===== config.mk =====
export PLATFORM = sky130hd
export DESIGN_NAME = code_trim_monitor
export DESIGN_NICKNAME = d
export VERILOG_FILES = /design/src/rtl/ctm_pkg.sv /design/src/rtl/ctm_classify.sv /design/src/rtl/ctm_judge.sv /design/src/rtl/ctm_window.sv /design/src/rtl/code_trim_monitor.sv
export SDC_FILE = /design/constraint.sdc
export NUM_CORES = 1
export LEC_CHECK = 0
export ABC_AREA = 1
export BUFFER_PORTS_ARGS = -buffer_cell sky130_fd_sc_hd__buf_2
export CAP_MARGIN = 20
export CORE_ASPECT_RATIO = 0.7
export CORE_MARGIN = 1.5
export CORE_UTILIZATION = 54
export DETAILED_ROUTE_END_ITERATION = 8
export GPL_TIMING_DRIVEN = 0
export HOLD_SLACK_MARGIN = 0.12
export PLACE_DENSITY_LB_ADDON = 0.1
export REMOVE_ABC_BUFFERS = 1
export SYNTH_ARGS = -nofsm -noshare
export SYNTH_HDL_FRONTEND = slang
export SYNTH_SLANG_ARGS = --single-unit

===== constraint.sdc =====
create_clock -name clk -period 4.8 [get_ports clk]
set_clock_uncertainty 0.15 [all_clocks]
set_input_delay 0.24 -clock clk [delete_from_list [all_inputs] [get_ports clk]]
set_output_delay 0.24 -clock clk [all_outputs]
set_load 0.02 [all_outputs]

===== src/rtl/ctm_pkg.sv =====
package ctm_pkg;
  typedef enum logic [1:0] {
    V_BAL  = 2'd0,
    V_LOW  = 2'd1,
    V_HIGH = 2'd2,
    V_OFF  = 2'd3
  } verdict_e;
endpackage


===== src/rtl/ctm_classify.sv =====
module ctm_classify #(
  parameter int DW = 12
) (
  input  logic [DW-1:0] code,
  input  logic          gain,
  output logic          is_lo,
  output logic          is_hi
);
  localparam logic [DW-1:0] MID = DW'(1) << (DW - 1);
  localparam logic [DW-1:0] TOP = '1;

  logic [DW-1:0] lo_code, hi_code;
  assign lo_code = gain ? (TOP - DW'(1)) : MID;
  assign hi_code = gain ? TOP : (MID + DW'(1));
  assign is_lo = (code == lo_code);
  assign is_hi = (code == hi_code);
endmodule


===== src/rtl/ctm_judge.sv =====
module ctm_judge
  import ctm_pkg::*;
#(
  parameter int CW = 16
) (
  input  logic [CW-1:0] lo,
  input  logic [CW-1:0] hi,
  input  logic [CW-1:0] off,
  input  logic [CW-1:0] total,
  input  logic [CW-1:0] tol,
  output verdict_e      verdict
);
  logic [CW:0]   off_x2;
  logic [CW-1:0] diff;
  assign off_x2 = {off, 1'b0};
  assign diff   = (lo > hi) ? (lo - hi) : (hi - lo);

  always_comb begin
    if (off_x2 > {1'b0, total})  verdict = V_OFF;
    else if (diff <= tol)        verdict = V_BAL;
    else if (lo > hi)            verdict = V_LOW;
    else                         verdict = V_HIGH;
  end
endmodule


===== src/rtl/ctm_window.sv =====
module ctm_window #(
  parameter int CW = 16
) (
  input  logic          clk,
  input  logic          rst_n,
  input  logic          restart,
  input  logic          fire,
  input  logic          is_lo,
  input  logic          is_hi,
  input  logic [CW-1:0] win_len,
  input  logic [CW-1:0] gap_limit,
  output logic          fin,
  output logic [CW-1:0] lo_n,
  output logic [CW-1:0] hi_n,
  output logic [CW-1:0] off_n,
  output logic [CW-1:0] tot_n,
  output logic          gap_q
);
  logic [CW-1:0] lo_q, hi_q, off_q, n_q, idle_q, idle_inc, win_eff;
  logic          gap_hit, is_off;

  assign is_off   = ~is_lo & ~is_hi;
  assign tot_n    = n_q + CW'(1);
  assign lo_n     = lo_q  + CW'(is_lo);
  assign hi_n     = hi_q  + CW'(is_hi);
  assign off_n    = off_q + CW'(is_off);
  assign win_eff  = (win_len == '0) ? CW'(1) : win_len;
  assign fin      = fire & ~restart & (tot_n >= win_eff);
  assign idle_inc = (idle_q == '1) ? idle_q : idle_q + CW'(1);
  assign gap_hit  = ~fire & (gap_limit != '0) & (idle_inc >= gap_limit);

  always_ff @(posedge clk or negedge rst_n) begin
    if (!rst_n) begin
      lo_q <= '0; hi_q <= '0; off_q <= '0; n_q <= '0;
      idle_q <= '0; gap_q <= 1'b0;
    end else if (restart) begin
      lo_q <= '0; hi_q <= '0; off_q <= '0; n_q <= '0;
      idle_q <= '0; gap_q <= 1'b0;
    end else if (fire) begin
      idle_q <= '0;
      if (fin) begin
        lo_q <= '0; hi_q <= '0; off_q <= '0; n_q <= '0;
        gap_q <= 1'b0;
      end else begin
        lo_q <= lo_n; hi_q <= hi_n; off_q <= off_n; n_q <= tot_n;
      end
    end else begin
      idle_q <= idle_inc;
      if (gap_hit) gap_q <= 1'b1;
    end
  end
endmodule


===== src/rtl/code_trim_monitor.sv =====
module code_trim_monitor
  import ctm_pkg::*;
#(
  parameter int DW = 12,
  parameter int CW = 16
) (
  input  logic          clk,
  input  logic          rst_n,
  input  logic          smp_valid,
  output logic          smp_ready,
  input  logic [DW-1:0] smp_code,
  input  logic          mode_gain,
  input  logic          gain_override,
  input  logic [CW-1:0] win_len,
  input  logic [CW-1:0] tol,
  input  logic [CW-1:0] gap_limit,
  output logic          res_valid,
  output logic [CW-1:0] cnt_lo,
  output logic [CW-1:0] cnt_hi,
  output logic [CW-1:0] cnt_off,
  output logic [1:0]    verdict,
  output logic          res_stale,
  output logic          offset_done,
  output logic          gain_active,
  output logic          led_one,
  output logic          led_zero
);
  logic          fire, restart, ga_d, is_lo, is_hi, fin, gap_q;
  logic [CW-1:0] lo_n, hi_n, off_n, tot_n;
  verdict_e      v_n;

  assign smp_ready = 1'b1;
  assign fire      = smp_valid & smp_ready;
  assign ga_d      = mode_gain & (offset_done | gain_override);
  assign restart   = ga_d ^ gain_active;

  ctm_classify #(.DW(DW)) u_cls (
    .code(smp_code), .gain(gain_active), .is_lo(is_lo), .is_hi(is_hi)
  );

  ctm_window #(.CW(CW)) u_win (
    .clk(clk), .rst_n(rst_n), .restart(restart), .fire(fire),
    .is_lo(is_lo), .is_hi(is_hi), .win_len(win_len), .gap_limit(gap_limit),
    .fin(fin), .lo_n(lo_n), .hi_n(hi_n), .off_n(off_n), .tot_n(tot_n),
    .gap_q(gap_q)
  );

  ctm_judge #(.CW(CW)) u_jdg (
    .lo(lo_n), .hi(hi_n), .off(off_n), .total(tot_n), .tol(tol),
    .verdict(v_n)
  );

  always_ff @(posedge clk or negedge rst_n) begin
    if (!rst_n) begin
      res_valid <= 1'b0; cnt_lo <= '0; cnt_hi <= '0; cnt_off <= '0;
      verdict <= 2'd0; res_stale <= 1'b0; offset_done <= 1'b0;
      gain_active <= 1'b0; led_one <= 1'b0; led_zero <= 1'b0;
    end else begin
      res_valid   <= fin;
      gain_active <= ga_d;
      if (fin) begin
        cnt_lo    <= lo_n;
        cnt_hi    <= hi_n;
        cnt_off   <= off_n;
        verdict   <= v_n;
        res_stale <= gap_q;
        if (!gain_active && v_n == V_BAL && !gap_q) offset_done <= 1'b1;
      end
      if (fire && !restart && (is_lo || is_hi)) begin
        led_one  <= smp_code[0];
        led_zero <= ~smp_code[0];
      end
    end
  end
endmodule


==> results.yml, run 1 <==
status:
  status: "finished with violations"
  failed_checks: "setup timing"
final_layout:
  area_delta_synth_final_pct: 24.5
  drive_gt1_share_pct: 22.4
  final_nets: 1716
  finalNonFillerCells: 1796
  fin_area_um2: 12700
  diodes: 0
setup_path:
  crit_end: "verdict[1]$_DFFE_PN0P_"
  reg2reg_slack_ns: -0.51
  start_kind: "flip-flop"
  r2r-start: "gain_active$_DFF_PN0_"
  worst_ep_arrival_time_ns: 5.46
  crit_type: "reg -> reg"
  r2r.worst_path.cells: 40
  cp-startpoint: "gain_active$_DFF_PN0_"
  cp_common_cell: "nand2_2"
  critPathSlowestCell: "dfrtp_2"
  reg2reg_to: "verdict[1]$_DFFE_PN0P_"
  critPathRequiredTime_ns: 4.95
  cp-end-kind: "flip-flop"
  path_max_fanout: 6
  cpPeakStageDelay_ns: 0.43
die:
  start_util_pct: 55.8
  std_cell_rows: 41
  core-area_um2: 18200
  die_w_um: 167
  io_pins: 122
  die_y_um: 118
  die_area_um2: 19700
sta:
  fin_crit_sh_pct: 111
  setup_violations: 3
  tightestPinTransition_ns: 0.963
  finalWorstPathRequiredPeriod_ns: 5.31
  hold_viol_final: 0
  setup_ws_ns: -0.509
  drv_slew: 0
  rsz0062_at_grt: "true"
  max_freq_ghz: 0.188
  slew_headroom_pct: 35.7
logic_synthesis:
  yosysMostFrequentCell: "nand2_1"
  ys_ff_latch: 137
  synthArstFlopShare_pct: 100
  ys_types: 47
  synth_area_um2: 10200
  synth_edf_count: 0
  ys_seq_area_share_pct: 33.7
  yosysTopAreaCellShare_pct: 33.7
  ys.warnings.count: 0
  synthTopCellsByArea: "dfrtp_1 34%, ha_1 13%, nand2_1 11%"
  synth_common_cells: "300 x nand2_1, 257 x inv_1, 137 x dfrtp_1"
  synthFlopType: "dfrtp_1"
  syn_inst: 1381
  yosysTopAreaCell: "dfrtp_1"
  syn-mean-instance-area_um2: 7.36
clocking:
  clk_latency_ns: 0.42
  cts.reportedPaths.clkPinSlew_ns: 0.07
  ctsHtreeMaxLevel: 4
  cts.sinks: 137
  root_buffer: "clkbuf_16"
  clock_path_buffers: 2
  cts_made_buffers: 17
  cts_tree: "done"
global_route:
  grt_pass1_wl_um: 44700
  antenna_found_initial: 0
  grt_pass1_vias: 8980
  grt-ovfl-total: 0
  track_usage_pct: 28.4
  grt_max_degree: 101
power_and_ir_drop:
  irDropWorstVdd_v: 0.000177
  p_leak_uw: 0.00695
  power_density_nw_per_um2: 230
route:
  drc: 0
  wl_per_cell_um: 15.3
  routed_via_density: 5.39
  dr.pass1.iters: 5
  wl_um: 27500
  drt_iter0_drc: 713
  num_vias: 9673
  ant_nets: 0
placed_design:
  dp_hpwl_um: 19300
  gp_congestion: 0.936
  place_area_um2: 11000
  placed_cells: 1711
  portBuffers: 120
worst_hold_path:
  hp-class: "in -> async"
job:
  drv_cap: 0
-- layout make-up --
cell class / count / area [um^2]
Clock buffer: 18 / 439
Tap cell: 236 / 295
Sequential cell: 137 / 3430
Inverter: 267 / 1020
Clock inverter: 14 / 163
Multi-Input combinational cell: 946 / 6170
Timing Repair Buffer: 178 / 1140
Fill cell: 1501 / 5560
-- cell families (layout without fill, tap and decap cells) --
family	Yosys count	in the layout	share of synthesized area [%]
other	1	1	0.0369
adder cells (fa/ha/maj)	104	104	13.0
XOR/XNOR	61	61	5.55
buffers and inverters	299	477	11.5
AND/OR/NAND/NOR	532	533	22.7
AO/OA/AOI/OAI	246	246	13.4
multiplexers	1	1	0.0985
flip-flops	137	137	33.7
-- critical path: cells and delay by family (launching register included) --
family,cells,cell delay [ns]
AOI/OAI and AO/OA,1,0.09
xor gates and xnor gates,2,0.27
adders and majority gates,4,0.85
buffers and inverters,10,0.91
DFF,1,0.43
and+or+nand+nor,23,2.45
-- how the worst min path moves through the flow --
stage	endpoint	slack [ns]	cells after the start
5_1_grt	cnt_hi[2]$_DFFE_PN0P_	0.19	2
3_5_place_dp	cnt_hi[2]$_DFFE_PN0P_	0.04	1
3_3_place_gp	cnt_hi[2]$_DFFE_PN0P_	0.31	2
4_1_cts	u_win.idle_q[10]$_DFF_PN0_	0.16	4
6_report	cnt_hi[6]$_DFFE_PN0P_	0.16	2
2_1_floorplan	cnt_hi[0]$_DFFE_PN0P_	-0.21	0
-- placed cells by master (no fill, tap or decap), types with 4 or more instances in the layout --
master         synthesis  final
nand2_1              300    274
inv_1                257    246
dfrtp_1              137    136
buf_2                 16    119
o21ai_0               99     92
ha_1                 102     85
nor2_1                90     81
a21oi_1               66     59
nand3_1               55     51
o22ai_1               47     47
buf_4                  2     43
xor2_1                49     42
nand2_2               10     27
nand4_1               20     20
inv_2                 10     19
nor3_1                21     18
clkbuf_16              0     17
o21ai_1               11     16
ha_4                   0     14
nor4_1                13     12
nor2_2                 9     12
xor2_2                 4      8
nand2_4                0      8
o21ai_2                6      8
a21oi_2                2      8
nor2_4                 1      7
xnor2_1                8      7
a21o_1                 5      5
clkinv_4               0      5
buf_6                  2      5
buf_8                  0      5
inv_6                  0      4
dlygate4sd3_1          0      4
-- per-layer routing --
| metal | track usage, % | up-vias | part of all wire [%] |
|---|---|---|---|
| met5 | 0 | - | 0 |
| met1 | 43.6 | 4473 | 49 |
| met4 | 6.59 | 0 | 1.1 |
| li1 | - | 4778 | - |
| met2 | 40.8 | 387 | 41 |
| met3 | 5.75 | 35 | 9.0 |
-- where the power goes --
group          internal, uW  total, uW  leakage, uW  switching, uW
Sequential             1190       1210      0.00188           23.3
Clock                   792       1350     0.000294            560
Combinational           123        346      0.00477            223
Total                  2110       2910      0.00695            807
-- flip-flops by register name (all words and copies together), names as in the netlist, 16 cells and up --
| name | flops |
|---|---|
| u_win.idle_q | 16 |
| u_win.off_q | 16 |
| u_win.n_q | 16 |
| cnt_lo | 16 |
| u_win.lo_q | 16 |
| cnt_hi | 16 |
| cnt_off | 16 |
| u_win.hi_q | 16 |
-- per-stage QoR --
| step | hold WS [ns] | worst slack [ns] | power (uW) | util (%) | setup TNS (ns) |
|---|---|---|---|---|---|
| after floorplan | -0.206 | -0.400 | 1410 | - | -1.10 |
| after global placement | 0.311 | -1.59 | 1540 | 59.8 | -83.27 |
| after detailed placement | 0.0363 | -1.64 | 1560 | 60.5 | -4.85 |
| after CTS | 0.158 | -0.448 | 2910 | 68.4 | -1.27 |
| after global routing | 0.192 | -0.819 | 3010 | 69.5 | -2.43 |
| final | 0.160 | -0.509 | 2910 | 69.5 | -1.49 |
-- what timing repair did --
item,4_1_cts,5_1_grt
gates resized for setup,107,38
setup buffers,41,7
cloned,1,0
hold buffers,4,0
setup endpoints to repair,3,3
hold endpoints to repair,139,0
pin swaps,50,37
(Power assumes the default switching activity.)
==> run 2, diff against run 1 <==
--- a/config.mk
+++ b/config.mk
@@ -10,7 +10,7 @@
 export CAP_MARGIN = 20
 export CORE_ASPECT_RATIO = 0.7
 export CORE_MARGIN = 1.5
-export CORE_UTILIZATION = 54
+export CORE_UTILIZATION = 55
 export DETAILED_ROUTE_END_ITERATION = 8
 export GPL_TIMING_DRIVEN = 0
 export HOLD_SLACK_MARGIN = 0.12
@@ -18,4 +18,5 @@
 export REMOVE_ABC_BUFFERS = 1
 export SYNTH_ARGS = -nofsm -noshare
 export SYNTH_HDL_FRONTEND = slang
+export SYNTH_HIERARCHICAL = 1
 export SYNTH_SLANG_ARGS = --single-unit
==> results.yml, run 2 <==
status:
  status: "finished with violations"
  failed_checks: "setup timing"
power_and_ir_drop:
  total_power_uw: 2940
  p_leak_uw: 0.00760
  power_density_nw_per_um2: 216
  irDropWorstVdd_v: 0.000228
setup_path:
  crit_type: "reg -> reg"
  critPathRequiredTime_ns: 4.97
  cp-end-kind: "flip-flop"
  cp_common_cell: "nand2_1"
  worst_ep_arrival_time_ns: 5.09
  start_kind: "flip-flop"
  cpPeakStageDelay_ns: 0.46
  r2r.worst_path.cells: 33
  critPathSlowestCell: "dfrtp_2"
  reg2reg_slack_ns: -0.12
  path_max_fanout: 8
clocking:
  ctsHtreeMaxLevel: 4
  cts.sinks: 137
  clock_path_buffers: 2
  root_buffer: "clkbuf_16"
  cts.reportedPaths.clkPinSlew_ns: 0.06
  clk_latency_ns: 0.43
  cts_made_buffers: 17
  cts_tree: "done"
logic_synthesis:
  ys_ff_latch: 137
  ys_types: 43
  syn-mean-instance-area_um2: 6.94
  synth_area_um2: 11000
  synth_edf_count: 0
  synthFlopType: "dfrtp_1"
  yosysTopAreaCellShare_pct: 31.3
  syn_inst: 1580
  synthArstFlopShare_pct: 100
  synthTopCellsByArea: "dfrtp_1 31%, nand2_1 19%, ha_1 12%"
  ys.warnings.count: 6
  yosysMostFrequentCell: "nand2_1"
  ys_seq_area_share_pct: 31.3
  synth_common_cells: "553 x nand2_1, 287 x inv_1, 137 x dfrtp_1"
  yosysTopAreaCell: "dfrtp_1"
die:
  std_cell_rows: 42
  start_util_pct: 57.0
  core-area_um2: 19200
  io_pins: 122
  die_w_um: 172
  die_area_um2: 20800
  die_y_um: 121
placed_design:
  portBuffers: 120
  place_worst_setup_slack_ns: -1.25
  dp_hpwl_um: 21200
  gp_congestion: 0.901
final_layout:
  nFillCells: 1607
  diodes: 0
  final_cell_mix: "530 x nand2_1, 270 x inv_1, 136 x dfrtp_1"
  area_delta_synth_final_pct: 23.9
  drive_gt1_share_pct: 21.2
  final_nets: 1903
  final_common_cell: "nand2_1"
global_route:
  met3_usage_pct: 7.24
  grt_max_degree: 74
  grtUsageMet1_pct: 45.6
  met2_usage_pct: 42.4
  grt_pass1_vias: 9690
  grt_busiest_layer: "met1"
  track_usage_pct: 29.6
  grt_pass1_wl_um: 48200
  grt-ovfl-total: 0
  antenna_found_initial: 0
sta:
  setup_violations: 2
  slew_headroom_pct: 57.5
  fin_crit_sh_pct: 102
  max_freq_ghz: 0.203
  tightestPinTransition_ns: 0.637
  hold_viol_final: 0
  finalWorstPathRequiredPeriod_ns: 4.92
  rsz0062_at_grt: "true"
  drv_slew: 0
  setup_ws_ns: -0.120
job:
  drv_cap: 0
route:
  wl_um: 30500
  drc: 0
  wl_per_cell_um: 15.2
  ant_nets: 0
  drt_iter0_drc: 1035
  routed_via_density: 5.27
  dr.pass1.iters: 5
  num_vias: 10600
worst_hold_path:
  hp-class: "in -> reg"
  hold_depth: 6
==> run 2: area by class of cell <==
cell class | count | area [um^2] | area share, %
multi-input combinational | 1114 | 6960 | 51.2
sequential | 137 | 3430 | 25.2
inverter | 293 | 1120 | 8.26
timing repair buffer | 170 | 1070 | 7.91
clock buffer | 20 | 467 | 3.44
tap | 264 | 330 | 2.43
clock inverter | 11 | 194 | 1.43
timing repair inverter | 1 | 8.76 | 0.0645
==> run 2: logic make-up (layout without fill, tap and decap cells) <==
group	after synthesis	after routing	share of synthesized area [%]
AOI/OAI and AO/OA	128	128	6.53
xor gates and xnor gates	71	71	5.67
adders and majority gates	104	104	12.0
buffers and inverters	331	495	12.6
DFF	137	137	31.3
other	1	1	0.0342
and+or+nand+nor	808	810	31.9
==> run 2: power by group <==
group	total, uW	internal (uW)	switching, uW
Combinational	278	97.2	181
Clock	1480	960	517
Sequential	1190	1170	13.9
==> run 2: repair_timing <==
action / CTS / global route
endpoints found under the hold margin: 77 / 0
gates resized for setup: 78 / 97
cloned: 2 / 1
pin swaps: 30 / 53
setup buffers: 22 / 18
hold buffers: 6 / 0
setup endpoints to repair: 3 / 33
==> run 2: final timing paths <==
path / from / to
max in group asynchronous: rst_n / gain_active$_DFF_PN0_
min in group asynchronous: rst_n / u_win/idle_q[6]$_DFF_PN0_
max: gain_active$_DFF_PN0_ / verdict[1]$_DFFE_PN0P_
max reg2reg: gain_active$_DFF_PN0_ / verdict[1]$_DFFE_PN0P_
min reg2reg: cnt_hi[8]$_DFFE_PN0P_ / cnt_hi[8]$_DFFE_PN0P_
min: gain_override / led_zero$_DFFE_PN0P_
==> run 2: per-layer routing <==
layer  vias up  part of all wire (%)
met2       409                    41
met4         0                  0.87
met1      4940                    49
met5         -                     0
li1       5209                     -
met3        29                   9.2
==> run 2: worst max-delay path, delay by kind of cell (launching register included) <==
kind / cells / cell delay [ns]
buffers and inverters: 4 / 0.49
AND/OR/NAND/NOR: 21 / 2.13
flip-flops: 1 / 0.46
AO/OA/AOI/OAI: 3 / 0.38
adder cells (fa/ha/maj): 4 / 0.98
XOR/XNOR: 1 / 0.23
==> run 2: metrics by stage <==
stage / utilization, % / hold slack (ns) / setup TNS (ns) / std cells / instance area [um^2]
2_1_floorplan: - / -0.206 / 0 / 1542 / 10700
3_3_place_gp: 60.4 / 0.299 / -15.64 / 1926 / 11600
3_5_place_dp: 60.9 / 0.124 / -3.49 / 1930 / 11700
4_1_cts: 67.6 / 0.162 / -0.0619 / 1991 / 13000
5_1_grt: 70.6 / 0.222 / -0.936 / 2010 / 13600
6_report: 70.6 / 0.164 / -0.204 / 2010 / 13600
